[src/rtl/irq_ctrl_pkg.sv]
package irq_ctrl_pkg;

    localparam int CYC_W = 5;

    typedef enum logic [1:0] {
        IMODE_0 = 2'd0,
        IMODE_1 = 2'd1,
        IMODE_2 = 2'd2
    } imode_e;

    typedef enum logic [1:0] {
        SRC_NONE   = 2'd0,
        SRC_JUMP   = 2'd1,
        SRC_INJECT = 2'd2
    } pc_src_e;

    typedef enum logic [1:0] {
        TAKE_NONE = 2'd0,
        TAKE_NMI  = 2'd1,
        TAKE_INT  = 2'd2
    } take_e;

    typedef struct packed {
        logic             accept;
        logic             push;
        pc_src_e          src;
        logic [CYC_W-1:0] cycles;
    } resp_ctl_s;

    localparam int NMI_TARGET = 'h0066;
    localparam int IM1_TARGET = 'h0038;
    localparam int CYC_NMI    = 13;
    localparam int CYC_IM1    = 13;
    localparam int CYC_IM2    = 19;

    function automatic imode_e decode_mode(input logic [2:0] code);
        imode_e m;
        case (code[1:0])
            2'b10:   m = IMODE_1;
            2'b11:   m = IMODE_2;
            default: m = IMODE_0;
        endcase
        return m;
    endfunction

    localparam resp_ctl_s RESP_IDLE = '{accept: 1'b0, push: 1'b0,
                                        src: SRC_NONE, cycles: '0};

endpackage

[src/rtl/irq_arbiter.sv]
module irq_arbiter
    import irq_ctrl_pkg::*;
(
    input  logic  boundary,
    input  logic  nmi_req,
    input  logic  int_req,
    input  logic  iff1,
    output take_e take
);
    always_comb begin
        take = TAKE_NONE;
        if (boundary) begin
            if (nmi_req)
                take = TAKE_NMI;
            else if (int_req && iff1)
                take = TAKE_INT;
        end
    end
endmodule

[src/rtl/irq_enable_regs.sv]
module irq_enable_regs
    import irq_ctrl_pkg::*;
(
    input  logic       clk,
    input  logic       rst,
    input  take_e      take,
    input  logic       ei,
    input  logic       di,
    input  logic       retn,
    input  logic       im_set,
    input  logic [2:0] im_code,
    output logic       iff1,
    output logic       iff2,
    output imode_e     mode
);
    always_ff @(posedge clk) begin
        if (rst) begin
            iff1 <= 1'b0;
            iff2 <= 1'b0;
        end else begin
            case (take)
                TAKE_NMI: iff1 <= 1'b0;
                TAKE_INT: begin
                    iff1 <= 1'b0;
                    iff2 <= 1'b0;
                end
                default: begin
                    if (di) begin
                        iff1 <= 1'b0;
                        iff2 <= 1'b0;
                    end else if (ei) begin
                        iff1 <= 1'b1;
                        iff2 <= 1'b1;
                    end else if (retn) begin
                        iff1 <= iff2;
                    end
                end
            endcase
        end
    end

    always_ff @(posedge clk) begin
        if (rst)
            mode <= IMODE_0;
        else if (im_set)
            mode <= decode_mode(im_code);
    end

    AST_IFF1_IMPLIES_IFF2: assert property (@(posedge clk) disable iff (rst)
        iff1 |-> iff2);
    AST_NMI_CLEARS_PRIMARY: assert property (@(posedge clk) disable iff (rst)
        (take == TAKE_NMI) |=> (!iff1 && iff2 == $past(iff2)));
    AST_INT_CLEARS_BOTH: assert property (@(posedge clk) disable iff (rst)
        (take == TAKE_INT) |=> (!iff1 && !iff2));
    AST_EI_SETS_BOTH: assert property (@(posedge clk) disable iff (rst)
        (ei && !di && take == TAKE_NONE) |=> (iff1 && iff2));
    AST_MODE_LEGAL: assert property (@(posedge clk) disable iff (rst)
        mode != imode_e'(2'b11));
endmodule

[src/rtl/irq_vector_gen.sv]
module irq_vector_gen
    import irq_ctrl_pkg::*;
#(
    parameter int DATA_W = 8,
    localparam int ADDR_W = 2 * DATA_W
) (
    input  take_e             take,
    input  imode_e            mode,
    input  logic [DATA_W-1:0] vec_reg,
    input  logic [DATA_W-1:0] dev_byte,
    output resp_ctl_s         resp,
    output logic [ADDR_W-1:0] target,
    output logic [DATA_W-1:0] inject_op
);
    always_comb begin
        resp      = RESP_IDLE;
        target    = '0;
        inject_op = '0;
        case (take)
            TAKE_NMI: begin
                resp.accept = 1'b1;
                resp.push   = 1'b1;
                resp.src    = SRC_JUMP;
                resp.cycles = CYC_W'(CYC_NMI);
                target      = ADDR_W'(NMI_TARGET);
            end
            TAKE_INT: begin
                resp.accept = 1'b1;
                case (mode)
                    IMODE_1: begin
                        resp.push   = 1'b1;
                        resp.src    = SRC_JUMP;
                        resp.cycles = CYC_W'(CYC_IM1);
                        target      = ADDR_W'(IM1_TARGET);
                    end
                    IMODE_2: begin
                        resp.push   = 1'b1;
                        resp.src    = SRC_JUMP;
                        resp.cycles = CYC_W'(CYC_IM2);
                        target      = {vec_reg, dev_byte};
                    end
                    default: begin
                        resp.src  = SRC_INJECT;
                        inject_op = dev_byte;
                    end
                endcase
            end
            default: ;
        endcase
    end
endmodule

[src/rtl/irq_accept_ctrl.sv]
module irq_accept_ctrl
    import irq_ctrl_pkg::*;
#(
    parameter int DATA_W = 8,
    localparam int ADDR_W = 2 * DATA_W
) (
    input  logic              clk,
    input  logic              rst,
    input  logic              boundary_i,
    input  logic              nmi_req_i,
    input  logic              int_req_i,
    input  logic [DATA_W-1:0] vec_reg_i,
    input  logic [DATA_W-1:0] dev_byte_i,
    input  logic              ei_i,
    input  logic              di_i,
    input  logic              im_set_i,
    input  logic [2:0]        im_code_i,
    input  logic              retn_i,
    output logic              accept_o,
    output logic              push_pc_o,
    output logic [1:0]        pc_src_o,
    output logic [ADDR_W-1:0] target_pc_o,
    output logic [CYC_W-1:0]  cycles_o,
    output logic [DATA_W-1:0] inject_op_o,
    output logic              iff1_o,
    output logic              iff2_o,
    output logic [1:0]        mode_o
);
    take_e             take;
    imode_e            mode;
    logic              iff1, iff2;
    resp_ctl_s         resp_d, resp_q;
    logic [ADDR_W-1:0] target_d, target_q;
    logic [DATA_W-1:0] inj_d, inj_q;

    irq_arbiter u_arb (
        .boundary (boundary_i),
        .nmi_req  (nmi_req_i),
        .int_req  (int_req_i),
        .iff1     (iff1),
        .take     (take)
    );

    irq_enable_regs u_en (
        .clk     (clk),
        .rst     (rst),
        .take    (take),
        .ei      (ei_i),
        .di      (di_i),
        .retn    (retn_i),
        .im_set  (im_set_i),
        .im_code (im_code_i),
        .iff1    (iff1),
        .iff2    (iff2),
        .mode    (mode)
    );

    irq_vector_gen #(.DATA_W(DATA_W)) u_vec (
        .take      (take),
        .mode      (mode),
        .vec_reg   (vec_reg_i),
        .dev_byte  (dev_byte_i),
        .resp      (resp_d),
        .target    (target_d),
        .inject_op (inj_d)
    );

    always_ff @(posedge clk) begin
        if (rst) begin
            resp_q   <= RESP_IDLE;
            target_q <= '0;
            inj_q    <= '0;
        end else begin
            resp_q   <= resp_d;
            target_q <= target_d;
            inj_q    <= inj_d;
        end
    end

    assign accept_o    = resp_q.accept;
    assign push_pc_o   = resp_q.push;
    assign pc_src_o    = resp_q.src;
    assign cycles_o    = resp_q.cycles;
    assign target_pc_o = target_q;
    assign inject_op_o = inj_q;
    assign iff1_o      = iff1;
    assign iff2_o      = iff2;
    assign mode_o      = mode;

    AST_ACCEPT_AFTER_BOUNDARY: assert property (@(posedge clk) disable iff (rst)
        accept_o |-> $past(boundary_i));
    AST_PUSH_ONLY_ON_JUMP: assert property (@(posedge clk) disable iff (rst)
        push_pc_o |-> (accept_o && pc_src_o == 2'd1));
    AST_NMI_WINS: assert property (@(posedge clk) disable iff (rst)
        (boundary_i && nmi_req_i) |=> (accept_o && target_pc_o == ADDR_W'(NMI_TARGET)));
    AST_IDLE_OUTPUTS: assert property (@(posedge clk) disable iff (rst)
        !accept_o |-> (!push_pc_o && pc_src_o == 2'd0 && cycles_o == '0));
endmodule

[config.mk]
export PLATFORM = sky130hd
export DESIGN_NAME = irq_accept_ctrl
export DESIGN_NICKNAME = d
export VERILOG_FILES = /design/src/rtl/irq_ctrl_pkg.sv /design/src/rtl/irq_arbiter.sv /design/src/rtl/irq_enable_regs.sv /design/src/rtl/irq_vector_gen.sv /design/src/rtl/irq_accept_ctrl.sv
export SDC_FILE = /design/constraint.sdc
export NUM_CORES = 1
export LEC_CHECK = 0
export BUFFER_PORTS_ARGS = -buffer_cell sky130_fd_sc_hd__buf_2
export CAP_MARGIN = 10
export CORE_AREA = 2 2 54 56
export DETAILED_ROUTE_END_ITERATION = 6
export DIE_AREA = 0 0 56 58
export PLACE_DENSITY_LB_ADDON = 0.2
export SLEW_MARGIN = 20
export SYNTH_ARGS = -nofsm -noshare
export SYNTH_HDL_FRONTEND = slang
export SYNTH_SLANG_ARGS = --single-unit
[constraint.sdc]
create_clock -name clk -period 2.75 [get_ports clk]
set_input_delay 0.4125 -clock clk [delete_from_list [all_inputs] [get_ports clk]]
set_output_delay 0.4125 -clock clk [all_outputs]
set_load 0.1 [all_outputs]
==> flow_metrics.env <==
export IMPL_clkPwrFrac=0.303
export IMPL_overflow=0
export IMPL_cts_hold_buf=0
export IMPL_cts_made_buffers=5
export IMPL_cp_num_cells=1
export IMPL_status="finished clean"
export IMPL_num_io_pins=65
export IMPL_p_int_uw=635
export IMPL_rows=19
export IMPL_drtIter0Drc=7
export IMPL_postRouteAntennaNets=0
export IMPL_die_area_mm2=0.00325
export IMPL_yosysUniqueCellTypes=24
export IMPL_highest_layer="met4"
export IMPL_hpwl_mm=1.67
export IMPL_finalSetupViolations=0
export IMPL_clkLatencyLatePin_ns=0.33
export IMPL_drv_slew=0
export IMPL_fp_dieH_um=58
export IMPL_vias=910
export IMPL_ys_seq_area_frac=0.582
export IMPL_hold_path_class="in -> reg"
export IMPL_fmax_mhz=632
export IMPL_rr_worst_depth=5
export IMPL_gp_congestion=0.690
export IMPL_die_w_um=56
export IMPL_synthToLayoutAreaGrowth_pct=30.7
export IMPL_skew_ns=0.00819
export IMPL_route_detailed_drc=0
export IMPL_rsz0062_at_grt="no"
export IMPL_final_cell_mix="buf_2, dfxtp_1, and3_1, and2_1, nor2_1"
export IMPL_final_min_clock_period_ns=1.58
export IMPL_post_cts_resized=0
export IMPL_critPathKind="reg -> out"
export IMPL_cp_end_kind="primary output"
export IMPL_pwr_share_seq=0.556
export IMPL_grt_max_degree=18
export IMPL_relSlewSlack=0.674
export IMPL_htreeDepth=2
export IMPL_slowest_stage="buf_2"
export IMPL_worst_slew_pin_slew_ns=0.493
export IMPL_io_buffers=63
export IMPL_syn_num_nets=134
export IMPL_wl_met3_um=223
export IMPL_switching_share=0.276
export IMPL_layout_drive_gt1_share=0.451
export IMPL_reg2reg_from="u_en.mode[0]"
export IMPL_grt_pass1_vias=892
export IMPL_synth_top_family_by_area="simple AND/OR/NAND/NOR gates"
export IMPL_wl_met1_um=859
export IMPL_synthMuxAreaShare=0
export IMPL_cts_tree="done"
export IMPL_layout_setup_ws_ns=1.17
export IMPL_wl_per_cell_um=11.1
export IMPL_synth_xor_area_share=0
export IMPL_cp_start_kind="register"
export IMPL_core_area_mm2=0.00266
export IMPL_hold_viol=0
export IMPL_critPathRequiredTime_ns=2.34
export IMPL_grt_pass1_wl_mm=3.64
export IMPL_p_sw_uw=243
export IMPL_clkSlewWorstSetupHoldPaths_ns=0.10
export IMPL_synth_simple_area_share=0.244
export IMPL_crit_path_max_fanout=4
export IMPL_diodes=0
export IMPL_regToRegEndpoint="inject_op_o[2]"
export IMPL_place_ws_ns=1.20
export IMPL_first_pass_iters=4
export IMPL_grt_use_total=0.150
export IMPL_crit_chain="buf_2"
export IMPL_routed_wl_mm=2.16
export IMPL_ctsRootBufferMaster="clkbuf_4"
export IMPL_layout_commonest_cell="buf_2"
export IMPL_synthAdderAreaFrac=0.0331
export IMPL_r2r_slack_ns=1.19
export IMPL_max_stage_delay_ns=0.45
export IMPL_post_synth_cell_area_avg_um2=11.0
export IMPL_post_cts_setup_buffers=0
export IMPL_critical_path_arrival_ns=1.17
export IMPL_start_util=0.426
export IMPL_netlist_instances=103
export IMPL_wl_met2_mm=1.04
export IMPL_holdPathEnd="inject_op_o[0]"
export IMPL_p_comb_frac=0.141
export IMPL_antenna_found_initial=0
export IMPL_avgViaCountPerCell=4.67
export IMPL_period_share=0.575
export IMPL_cts_sink_count=33
export IMPL_p_per_area_mw_per_mm2=592
export IMPL_setup_tns_ns=0
export IMPL_fin_nets=195
export IMPL_min_from="dev_byte_i[0]"
export IMPL_synth_compound_area_frac=0.0772
export IMPL_critPathTopFamily="buffers and inverters"
export IMPL_path_buf_inv=1
export IMPL_worstHoldPathCells=2
export IMPL_ir_worst_vdd_v=0.000449
export IMPL_synth_seq_cells=33
export IMPL_drv_cap=0
export IMPL_clk_path_buf_depth=2
export IMPL_synthesis_area_mm2=0.00113
export IMPL_p_leak_uw=0.000794
export IMPL_synth_warnings=0
-- flip-flops by register name (all words and copies together), names as in the netlist --
register     cells
u_en.mode        2
target_pc_o     16
u_en.iff1        1
inject_op_o      8
u_en.iff2        1
cycles_o         2
pc_src_o         2
accept_o         1
-- power by group through the flow --
stage / sequential (uW) / combinational (uW) / clock [uW]
after detailed placement: 499 / 125 / 0
after CTS: 488 / 125 / 276
final: 488 / 124 / 266
after floorplan: 550 / 43.9 / 0
after global placement: 499 / 123 / 0
after global routing: 489 / 132 / 302
-- layer usage --
metal | GRT usage | vias to the layer above
li1 | - | 462
met1 | 0.152 | 405
met2 | 0.249 | 38
met3 | 0.0938 | 5
met4 | 0.0612 | 0
met5 | 0 | -
-- stage by stage --
step	hold WS (ns)	std cells	cell area (um2)	util	power [uW]
final	0.296	195	1480	0.557	878
after global routing	0.277	195	1480	0.557	923
after CTS	0.281	195	1480	0.557	889
after detailed placement	0.504	188	1430	0.536	624
after global placement	0.486	188	1430	0.536	622
after floorplan	0.482	103	1130	-	594
-- Yosys cell counts --
cell type,n,area [um2]
a211oi_1,3,22.5
nand2b_4,1,13.8
nor2_1,6,22.5
o22ai_1,1,6.26
buf_6,1,11.3
and3_1,10,62.6
a21oi_1,5,25.0
buf_4,5,37.5
nand2_1,2,7.51
and2_1,10,62.6
a31oi_1,3,18.8
nor2b_1,3,18.8
nor3_1,2,10.0
dfxtp_1,33,661
nor4_4,1,21.3
nand2b_1,1,6.26
buf_2,1,5.00
nor3b_2,2,25.0
nand3_1,2,10.0
ha_1,3,37.5
a21o_1,2,15.0
nor3_4,1,16.3
clkbuf_1,2,7.51
inv_1,3,11.3
-- final cells by class --
type	instances	area [um2]
multi-input combinational	58	402
inverter	3	11.3
clock buffer	7	55.1
fill	266	1180
timing repair buffer	63	315
sequential	33	661
tap	31	38.8
-- kinds of logic (layout without fill, tap and decap cells) --
family / Yosys count / after routing
AND/OR/NAND/NOR: 41 / 41
flip-flops: 33 / 33
AO/OA/AOI/OAI: 14 / 14
buffers and inverters: 12 / 73
adder cells (fa/ha/maj): 3 / 3
-- worst max-delay path by stage --
| stage | end | from | slack, ns |
|---|---|---|---|
| after global placement | inject_op_o[5] | u_en.mode[0] | 1.23 |
| after floorplan | inject_op_o[0] | u_en.mode[0] | 0.62 |
| after global routing | inject_op_o[4] | u_en.mode[0] | 1.02 |
| after detailed placement | inject_op_o[2] | u_en.mode[0] | 1.20 |
| after CTS | mode_o[1] | u_en.mode[1] | 1.15 |
| final | mode_o[1] | u_en.mode[1] | 1.17 |
No activity file was read; power rests on OpenSTA's default activity.
